**src/rtl/vppm_pkg.sv**
```systemverilog
// Shared definitions for the pulse position modulator.
// Assumes nothing beyond IEEE 1800-2017 synthesis support.
package vppm_pkg;

    // Where the lit run sits within a symbol, by data bit value.
    typedef enum logic {
        POS_LEADING  = 1'b0,
        POS_TRAILING = 1'b1
    } pulse_pos_e;

endpackage

```
**src/rtl/vppm_sample_counter.sv**
```systemverilog
// Sample index counter: gives the index of the sample being taken now.
// Restarts at 0 on a symbol strobe and saturates at NSAMP-1.
// Assumes restart is only honoured together with step.
module vppm_sample_counter #(
    parameter int NSAMP = 10,
    parameter int CNT_W = $clog2(NSAMP)
) (
    input  logic             clk,
    input  logic             rst_n,
    input  logic             clear,
    input  logic             step,
    input  logic             restart,
    output logic [CNT_W-1:0] idx_now
);
    localparam logic [CNT_W-1:0] LAST_IDX = CNT_W'(NSAMP - 1);

    logic [CNT_W-1:0] cnt_q;

    // Index for the sample being taken this cycle.
    always_comb begin
        if (restart)
            idx_now = '0;
        else if (cnt_q == LAST_IDX)
            idx_now = cnt_q;
        else
            idx_now = cnt_q + 1'b1;
    end

    // Remember the index of the last sample taken.
    always_ff @(posedge clk) begin
        if (!rst_n || clear)
            cnt_q <= '0;
        else if (step)
            cnt_q <= idx_now;
    end
endmodule

```
**src/rtl/vppm_symbol_latch.sv**
```systemverilog
// Captures the data bit and the clipped level on the first sample of a symbol.
// The effective outputs bypass the register on the load cycle, so the
// first sample already uses the new values.
// Assumes load is only raised on a sample that starts a symbol.
module vppm_symbol_latch #(
    parameter int NSAMP = 10,
    parameter int LVL_W = 4
) (
    input  logic             clk,
    input  logic             rst_n,
    input  logic             clear,
    input  logic             load,
    input  logic             data_in,
    input  logic [LVL_W-1:0] level_raw,
    output logic             bit_eff,
    output logic [LVL_W-1:0] lvl_eff
);
    localparam logic [LVL_W-1:0] FULL_LVL = LVL_W'(NSAMP);

    logic [LVL_W-1:0] lvl_clip;
    logic             bit_q;
    logic [LVL_W-1:0] lvl_q;

    // Clip only when the level field can encode values above NSAMP.
    generate
        if ((2 ** LVL_W) - 1 > NSAMP) begin : g_clip
            always_comb lvl_clip = (level_raw > FULL_LVL) ? FULL_LVL : level_raw;
        end else begin : g_pass
            always_comb lvl_clip = level_raw;
        end
    endgenerate

    // Hold the symbol's bit and level until the next symbol starts.
    always_ff @(posedge clk) begin
        if (!rst_n || clear) begin
            bit_q <= 1'b0;
            lvl_q <= '0;
        end else if (load) begin
            bit_q <= data_in;
            lvl_q <= lvl_clip;
        end
    end

    // Present the new values on the load cycle, the held ones otherwise.
    always_comb begin
        bit_eff = load ? data_in  : bit_q;
        lvl_eff = load ? lvl_clip : lvl_q;
    end
endmodule

```
**src/rtl/vppm_edge_select.sv**
```systemverilog
// Combinational output decision for one sample.
// The transition point is the level for a leading pulse and NSAMP minus the
// level for a trailing pulse. The index is compared with it (greater or
// equal), and the result is inverted for a leading pulse.
// Assumes lvl <= NSAMP and idx < NSAMP.
module vppm_edge_select
    import vppm_pkg::*;
#(
    parameter int NSAMP = 10,
    parameter int LVL_W = 4,
    parameter int CNT_W = $clog2(NSAMP)
) (
    input  logic             bit_in,
    input  logic [LVL_W-1:0] lvl,
    input  logic [CNT_W-1:0] idx,
    output logic             lit
);
    localparam int CMP_W = LVL_W + 1;

    pulse_pos_e       pos;
    logic [CMP_W-1:0] tpoint;
    logic [CMP_W-1:0] idx_x;
    logic             at_or_past;

    // Transition point, compare and polarity choice.
    always_comb begin
        pos        = pulse_pos_e'(bit_in);
        idx_x      = CMP_W'(idx);
        tpoint     = (pos == POS_TRAILING) ? (CMP_W'(NSAMP) - CMP_W'(lvl)) : CMP_W'(lvl);
        at_or_past = (idx_x >= tpoint);
        lit        = (pos == POS_TRAILING) ? at_or_past : ~at_or_past;
    end
endmodule

```
**src/rtl/vppm_modulator.sv**
```systemverilog
// Top level of the counter-based pulse position modulator.
// One registered output bit per sample strobe; enable low clears all state.
// Assumes symbol_stb is only meaningful with sample_stb high and that the
// strobes are single clk cycles.
module vppm_modulator #(
    parameter int NSAMP = 10,
    parameter int LVL_W = 4
) (
    input  logic             clk,
    input  logic             rst_n,
    input  logic             enable,
    input  logic             sample_stb,
    input  logic             symbol_stb,
    input  logic             data_in,
    input  logic [LVL_W-1:0] dim_level,
    output logic             mod_out
);
    localparam int CNT_W = $clog2(NSAMP);

    logic             take;
    logic             start;
    logic             idle;
    logic [CNT_W-1:0] idx_now;
    logic             bit_eff;
    logic [LVL_W-1:0] lvl_eff;
    logic             lit;

    // Qualify the strobes with enable.
    always_comb begin
        idle  = ~enable;
        take  = enable & sample_stb;
        start = take & symbol_stb;
    end

    vppm_sample_counter #(
        .NSAMP (NSAMP),
        .CNT_W (CNT_W)
    ) u_cnt (
        .clk     (clk),
        .rst_n   (rst_n),
        .clear   (idle),
        .step    (take),
        .restart (start),
        .idx_now (idx_now)
    );

    vppm_symbol_latch #(
        .NSAMP (NSAMP),
        .LVL_W (LVL_W)
    ) u_latch (
        .clk       (clk),
        .rst_n     (rst_n),
        .clear     (idle),
        .load      (start),
        .data_in   (data_in),
        .level_raw (dim_level),
        .bit_eff   (bit_eff),
        .lvl_eff   (lvl_eff)
    );

    vppm_edge_select #(
        .NSAMP (NSAMP),
        .LVL_W (LVL_W),
        .CNT_W (CNT_W)
    ) u_edge (
        .bit_in (bit_eff),
        .lvl    (lvl_eff),
        .idx    (idx_now),
        .lit    (lit)
    );

    // Output register: updated on each taken sample, forced low when idle.
    always_ff @(posedge clk) begin
        if (!rst_n || idle)
            mod_out <= 1'b0;
        else if (take)
            mod_out <= lit;
    end
endmodule

```
**config.mk**
```make
export PLATFORM = sky130hd
export DESIGN_NAME = vppm_modulator
export DESIGN_NICKNAME = d
export VERILOG_FILES = /design/src/rtl/vppm_pkg.sv /design/src/rtl/vppm_sample_counter.sv /design/src/rtl/vppm_symbol_latch.sv /design/src/rtl/vppm_edge_select.sv /design/src/rtl/vppm_modulator.sv
export SDC_FILE = /design/constraint.sdc
export NUM_CORES = 1
export LEC_CHECK = 0
export BUFFER_PORTS_ARGS = -buffer_cell sky130_fd_sc_hd__buf_2
export CORE_AREA = 4 4 50 52
export DETAILED_ROUTE_END_ITERATION = 10
export DIE_AREA = 0 0 54 56
export PLACE_DENSITY = 0.51
export SETUP_SLACK_MARGIN = 0.05
export SYNTH_ARGS = -nofsm -noshare
export SYNTH_HDL_FRONTEND = slang
export SYNTH_SLANG_ARGS = --single-unit
```
**constraint.sdc**
```tcl
create_clock -name clk -period 6.5 [get_ports clk]
set_clock_uncertainty 0.15 [all_clocks]
set_input_delay 0.975 -clock clk [delete_from_list [all_inputs] [get_ports clk]]
set_output_delay 0.975 -clock clk [all_outputs]
set_load 0.01 [all_outputs]
```
======== Word level (Yosys, flattened, before mapping) ========
Cells that the tools add are included.
storage, ports and cells
  output and inout port bits .............. 1
  bits in latches ......................... 0
  memories kept ........................... 0
  bits in registers ....................... 10
  RAM bits ................................ 0
  memory bits (read-only) ................. 0
  logic and storage cells ................. 22
cells by class
  $lt $le $gt $ge ......................... 2
  shift operators ......................... 0
  mux-type cells .......................... 7
  reduce and logical (&&, ||, !) cells .... 2
  add/subtract/negate cells ............... 2
  eq/ne operators ......................... 1
  multiply operators ...................... 0
  divide/modulo/power cells ............... 0
  bitwise gates (word level) .............. 4
operators with widths
  operator             number
  $mux 4               4
  $ge 4x5->1           1
  $mux 5               1
  $sub 4x4->5 const A  1
  $add 4x1->4 const B  1
  $eq 4x4->1 const B   1
  $gt 4x4->1 const B   1
  $and 1x1->1          2
  $mux 1               2
  $not 1->1            2
  $logic_not 1->1      1
  $logic_or 1x1->1     1

======== Depth between registers and ports, before layout ========
Gate-level depths: netlist of run 1.
  word-level depth ........................ 8
  gate-level depth with buffers ........... 14
  mapped depth without buffers ............ 12

======== Cells and area by module ========
From an unflattened synthesis of run 1, not the netlist that was laid out.
unflattened totals
  cell total of the unflattened synthesis .. 89
  area total of the unflattened synthesis .. 792.0 µm²
modules (own cells, without submodules)
  module               area an instance (µm²)  cells an instance  times used
  vppm_sample_counter  300.3                   38                 1
  vppm_symbol_latch    250.2                   23                 1
  vppm_edge_select     185.2                   21                 1
  vppm_modulator       56.3                    7                  1

======== Worst setup path after synthesis of run 1 ========
OpenSTA, ideal clock, no wires.
  kind .................................... input to register
  from .................................... input sample_stb
  to ...................................... register mod_out
  cell stages on the path ................. 14
  data required time ...................... 6.271 ns
  path buffers ............................ 2
  setup slack ............................. 3.078 ns
  arrival time ............................ 3.193 ns
  path through ............................ buf_6 and3_1 buf_6 and3_1 a21oi_2 inv_1 ha_1 nand2_1 o21ai_1 ha_1 a2111oi_4 nor3_2 o211a_1 a211oi_2
between the ends
  longest elaborated chain between the ends .. 8
  elaborated cells on any way between the ends .. 10
  classes of those cells .................. add/sub: 1; order compare: 1; mux: 5; bitwise: 3
ends and longest elaborated chain
  item                    line                     text
  start: declaration      vppm_modulator.sv:12     input logic sample_stb,
  $and 1x1->1 *           vppm_modulator.sv:31     take = enable & sample_stb;
  $and 1x1->1 *           vppm_modulator.sv:32     start = take & symbol_stb;
  $mux 4 *                vppm_symbol_latch.sv:47  lvl_eff = load ? lvl_clip : lvl_q;
  net lvl_eff[0]          vppm_modulator.sv:25     logic [LVL_W-1:0] lvl_eff;
  $sub 4x4->5             vppm_edge_select.sv:29   tpoint = (pos == POS_TRAILING) ? (CMP_W'(NSAMP) - CMP_W'(lvl)) : CMP_W'(lvl);
  $mux 5 *                vppm_edge_select.sv:29
  $ge 4x5->1 *            vppm_edge_select.sv:30   at_or_past = (idx_x >= tpoint);
  $not 1->1               vppm_edge_select.sv:31   lit = (pos == POS_TRAILING) ? at_or_past : ~at_or_past;
  $mux 1 *                vppm_edge_select.sv:31
  end signal: assignment  vppm_modulator.sv:77     mod_out <= lit;
  end: declaration        vppm_modulator.sv:16     output logic mod_out
The timed path passes the listed nets; every way through them passes the cells marked *.
A chain may end at the register's enable or synchronous reset.

======== Worst setup path after layout of run 1 ========
Same ends and word-level chain as after synthesis.

==> results.yml, run 1 <==
cells_and_area:
  syn_to_final_growth_pct: 13.6
  nets: 108
  num_antenna_cells: 0
  design_area_um2: 827
  drive_gt1_frac: 0.300
  layout.cells.non_filler: 118
synth:
  synth-async-reset-ratio: 0
  synth_area_um2: 728
  ys_types: 30
  syn_nets: 95
  synthCells: 78
  yosysWarnings: 0
  seq_area_frac_synth: 0.275
  synth.avg_cell_area_um2: 9.34
  synth_seq_cells: 10
  synth_edf_count: 0
  synth_ff_type: "dfxtp_1"
drt:
  antenna_left: 0
  vias: 570
  drc: 0
  dr.pass1.iters: 4
  via_per_inst: 4.83
  drt_iter0_markers: 7
  wl_um: 1380
  wl_per_cell_um: 11.7
clock_network:
  cts_tree: "built"
  cts.hold.buffers_added: 0
  clock_latency_ns: 0.27
  numCtsBuffers: 3
  cts_root_buf: "clkbuf_4"
  htreeDepth: 1
  postCtsResizedCells: 0
  cts_max_path_buffers: 2
  post_cts_buffers: 0
  cts_sinks: 10
  path_clk_slew_ns: 0.07
timing:
  finalSetupTns_ns: 0
  fmax_mhz: 296
  finalSetupViolCount: 0
  relSlewSlack: 0.741
  tightest_slew_ns: 0.388
  min_period_over_period: 0.520
  hold_viol: 0
  timing.hold.ws_ns: 0.364
  rsz0062_at_grt: "false"
  slew_violations: 0
  period_minus_slack_ns: 3.38
floorplanning:
  start_util: 0.346
  core_area_um2: 2110
  rows: 17
  ioPinCount: 11
  die_h_um: 56
  die_area_um2: 3020
  fp.dieW_um: 54
setup_path:
  cp.arrival_ns: 3.44
  cp-end-kind: "flop"
  crit_path_start_kind: "input port"
  required_ns: 6.56
  cp_max_fo: 9
  setup.worst_path.class: "in -> reg"
min_path:
  min_path_type: "reg -> reg"
global_route:
  grt_antenna_before_repair: 0
  grtUsageMet2: 0.151
  grt_pass1_vias: 552
  grt.overflow.total: 0
  grt_max_degree: 11
  gr-max-usage-layer: "met2"
  grt.met1_usage: 0.138
  grt_first_pass_wirelength_um: 2320
  grt_use_met3: 0.0241
  grt_use_total: 0.107
job:
  cap_viol_max_count: 0
place:
  dp.cells: 114
  dpl_cell_area_um2: 791
  dp_hpwl_um: 1050
  place_congestion: 0.728
  io_buffer_count: 10
power:
  swShare: 0.260
  powerDensity_nw_per_um2: 176
  ir_drop_mv: 0.0796
  pwr-share-clk: 0.404
  p_sw_uw: 37.9
  seqPwrFrac: 0.434
  p_int_uw: 108
  combPwrFrac: 0.162
  p_leak_nw: 0.381
status:
  status: "complete, no violations"
[routing by layer]
layer,wire length (µm),share of wire,up-vias
li1,-,-,299
met1,625,0.45,257
met2,637,0.46,9
met3,58,0.042,5
met4,54,0.039,0
met5,0,0,-
[placed cells by master, fill, tap and decap left out]
master     Yosys  routed
o2111ai_1      1       1
o211a_1        1       1
dfxtp_1       10      10
clkbuf_8       0       1
nor2_1        12      12
nand3b_1       1       1
and3_1         3       3
mux2i_1        4       4
nand3_1        3       3
a21oi_2        2       2
o21ai_1        1       1
xnor2_1        2       2
nand2b_4       1       1
buf_2          0      10
clkbuf_4       0       3
nor3_1         1       1
inv_1          3       3
nor3_2         1       1
nand3_2        1       1
nand2_2        2       2
nor2b_1        1       1
o21ai_0        2       2
nand2b_1       1       1
a21oi_1        3       3
nand2_4        2       2
o211ai_2       1       1
nor3b_1        1       1
ha_1           7       7
nand2_1        3       3
a2111oi_4      1       1
a211oi_2       2       2
xor2_1         3       3
[power by group through the flow]
stage | Clock, mW | Combinational (mW) | Sequential [mW]
finish | 0.0588 | 0.0235 | 0.0632
detailed placement | 0 | 0.0238 | 0.0646
CTS | 0.0598 | 0.0240 | 0.0632
floorplan | 0 | 0.0180 | 0.0646
global route | 0.0639 | 0.0259 | 0.0635
global placement | 0 | 0.0237 | 0.0646
[flip-flops by register name, summed over array words and instances, names as in the netlist]
signal,count
mod_out,1
u_latch.lvl_q,4
u_cnt.cnt_q,4
u_latch.bit_q,1
[logic make-up (layout without fill, tap and decap cells)]
group	count (synthesis)	count (layout)	synth area share
AND/OR/NAND/NOR	33	33	0.263
multiplexers	4	4	0.0550
XOR/XNOR	5	5	0.0601
buffers and inverters	5	17	0.0464
adder cells (fa/ha/maj)	7	7	0.120
AO/OA/AOI/OAI	14	14	0.180
flip-flops	10	10	0.275
[Yosys cell counts, types with 3 or more instances]
cell     number  area share
mux2i_1       4       0.055
a21oi_1       3       0.021
dfxtp_1      10        0.27
nand2_1       3       0.015
and3_1        3       0.026
ha_1          7        0.12
nand3_1       3       0.021
xor2_1        3       0.036
inv_1         3       0.015
nor2_1       12       0.062
[worst max-delay path, cell delays in order]
cell and delay (ns):
buf_2 0.21, and3_1 0.43, and3_1 0.24, a21oi_2 0.05, inv_1 0.08, ha_1 0.22, nand2_1 0.05, o21ai_1 0.06
ha_1 0.31, a2111oi_4 0.30, nor3_2 0.09, o211a_1 0.22, a211oi_2 0.20
[final timing paths]
check / startpoint / end / slack [ns] / cells after the start
worst min-delay path: u_latch.lvl_q[0] / u_latch.lvl_q[0] / 0.36 / 2
worst max-delay path: sample_stb / mod_out / 3.12 / 13
worst max register to register: u_cnt.cnt_q[1] / mod_out / 3.89 / 11
worst min register to register: u_latch.lvl_q[0] / u_latch.lvl_q[0] / 0.36 / 2
[stage by stage]
step,power [mW],utilization,worst slack (ns)
2_1_floorplan,0.0826,-,3.08
3_3_place_gp,0.0883,0.376,2.86
3_5_place_dp,0.0885,0.376,2.81
4_1_cts,0.147,0.393,3.08
5_1_grt,0.153,0.393,2.98
6_report,0.146,0.393,3.12
[layout make-up]
| type | count | area (µm²) |
|---|---|---|
| tap | 28 | 35.0 |
| inverter | 3 | 11.3 |
| multi-input combinational | 63 | 494 |
| fill | 224 | 1280 |
| timing repair buffer | 10 | 50.0 |
| sequential | 10 | 200 |
| clock buffer | 4 | 36.3 |
(Power assumes the default switching activity.)
==> inputs of run 2 (changes only) <==
Clock period 6.5 ns to 3.35 ns, I/O delays scaled along.
==> run 2 against run 1 <==
  * Clock power increased by 40%
  * Critical path depth is 1 lower
  * Sequential power rose by 95%
  * Largest cell class unchanged
  * Critical path type unchanged
  * Largest power group unchanged
==> results.yml, run 2 (synthesis results as in run 1) <==
status:
  status: "complete, no violations"
floorplanning:
  rows: 17
  die_h_um: 56
  core_area_um2: 2110
  ioPinCount: 11
  start_util: 0.346
  fp.dieW_um: 54
  die_area_um2: 3020
timing:
  fin_ws_ns: 0.582
  rsz0062_at_grt: "false"
  relSlewSlack: 0.824
  tightest_slew_ns: 0.264
  finalSetupViolCount: 0
  min_period_over_period: 0.826
  period_minus_slack_ns: 2.77
  fmax_mhz: 361
  hold_viol: 0
  finalSetupTns_ns: 0
  slew_violations: 0
global_route:
  grt_use_total: 0.114
  grt_first_pass_wirelength_um: 2460
  grt_max_degree: 11
  grt_antenna_before_repair: 0
  grt.overflow.total: 0
  grt_pass1_vias: 542
clock_network:
  numCtsBuffers: 3
  clock_latency_ns: 0.27
  path_clk_slew_ns: 0.07
  cts_tree: "built"
  cts_root_buf: "clkbuf_4"
  postCtsResizedCells: 0
  post_cts_buffers: 0
  htreeDepth: 1
  cts.hold.buffers_added: 0
  cts_max_path_buffers: 2
  cts_sinks: 10
place:
  pre_cts_ws_ns: 0.297
  place_congestion: 0.757
  dp.cells: 116
  dp_hpwl_um: 1190
  io_buffer_count: 10
cells_and_area:
  num_antenna_cells: 0
  top_regs: "u_cnt.cnt_q (4), u_latch.lvl_q (4)"
  layout.cells.non_filler: 119
  syn_to_final_growth_pct: 13.7
  most-common-layout-cells: "nor2_1, buf_2, dfxtp_1"
  final_common_cell: "nor2_1"
  nets: 110
  drive_gt1_frac: 0.308
setup_path:
  required_ns: 3.39
  cp.arrival_ns: 2.81
  crit_path_start_kind: "input port"
  setup.worst_path.class: "in -> reg"
  cp_max_fo: 9
  cp-end-kind: "flop"
drt:
  met2_length_um: 755
  drt_iter0_markers: 11
  dr.pass1.iters: 4
  vias: 586
  dr.max_layer_used: "met4"
  antenna_left: 0
  drc: 0
  dr_wl_met3_um: 81
  wl_um: 1490
  via_per_inst: 4.92
  wl_per_cell_um: 12.5
  wl_met1_um: 640
power:
  ir_drop_mv: 0.196
  p_leak_nw: 0.383
  powerDensity_nw_per_um2: 305
min_path:
  min_path_type: "reg -> reg"
job:
  cap_viol_max_count: 0
run 2: layer usage:
metal	up-vias	GRT usage
met5	-	0
met1	274	0.140
met2	10	0.171
li1	300	-
met3	2	0.0590
met4	0	0.0320
run 2: path summary, 6_finish.rpt:
path	start	endpoint	slack [ns]	cells after the start
worst max-delay path	sample_stb	mod_out	0.58	12
worst min-delay path	u_latch.lvl_q[0]	u_latch.lvl_q[0]	0.38	2
worst max register to register	u_cnt.cnt_q[1]	mod_out	0.73	11
worst min register to register	u_latch.lvl_q[0]	u_latch.lvl_q[0]	0.38	2
run 2: power by group:
part           internal [mW]  switching [mW]  total [mW]
combinational         0.0230          0.0246      0.0476
clock                 0.0415          0.0410      0.0826
sequential             0.121         0.00174       0.123
total                  0.185          0.0674       0.253
run 2: critical path: stages:
cell	delay [ns]
buf_2	0.20
nand3_2	0.23
a21oi_2	0.28
inv_1	0.09
ha_1	0.27
nand2_1	0.05
o21ai_1	0.06
ha_1	0.31
a2111oi_4	0.31
nor3_2	0.09
o211a_1	0.22
a211oi_2	0.19
run 2: cell type report:
type / count / area, µm²
fillers: 225 / 1280
well taps: 28 / 35.0
clock buffers: 3 / 22.5
inverters: 3 / 11.3
repair buffers: 12 / 65.1
flip-flops and latches: 10 / 200
multi-input cells: 63 / 494
run 2: stage by stage:
step | power (mW) | util | instance area (µm²) | hold WS [ns]
after CTS | 0.257 | 0.393 | 828 | 0.386
final | 0.253 | 0.393 | 828 | 0.381
after detailed placement | 0.174 | 0.383 | 806 | 0.367
after floorplan | 0.160 | - | 728 | 0.325
after global routing | 0.269 | 0.393 | 828 | 0.421
after global placement | 0.172 | 0.383 | 806 | 0.372
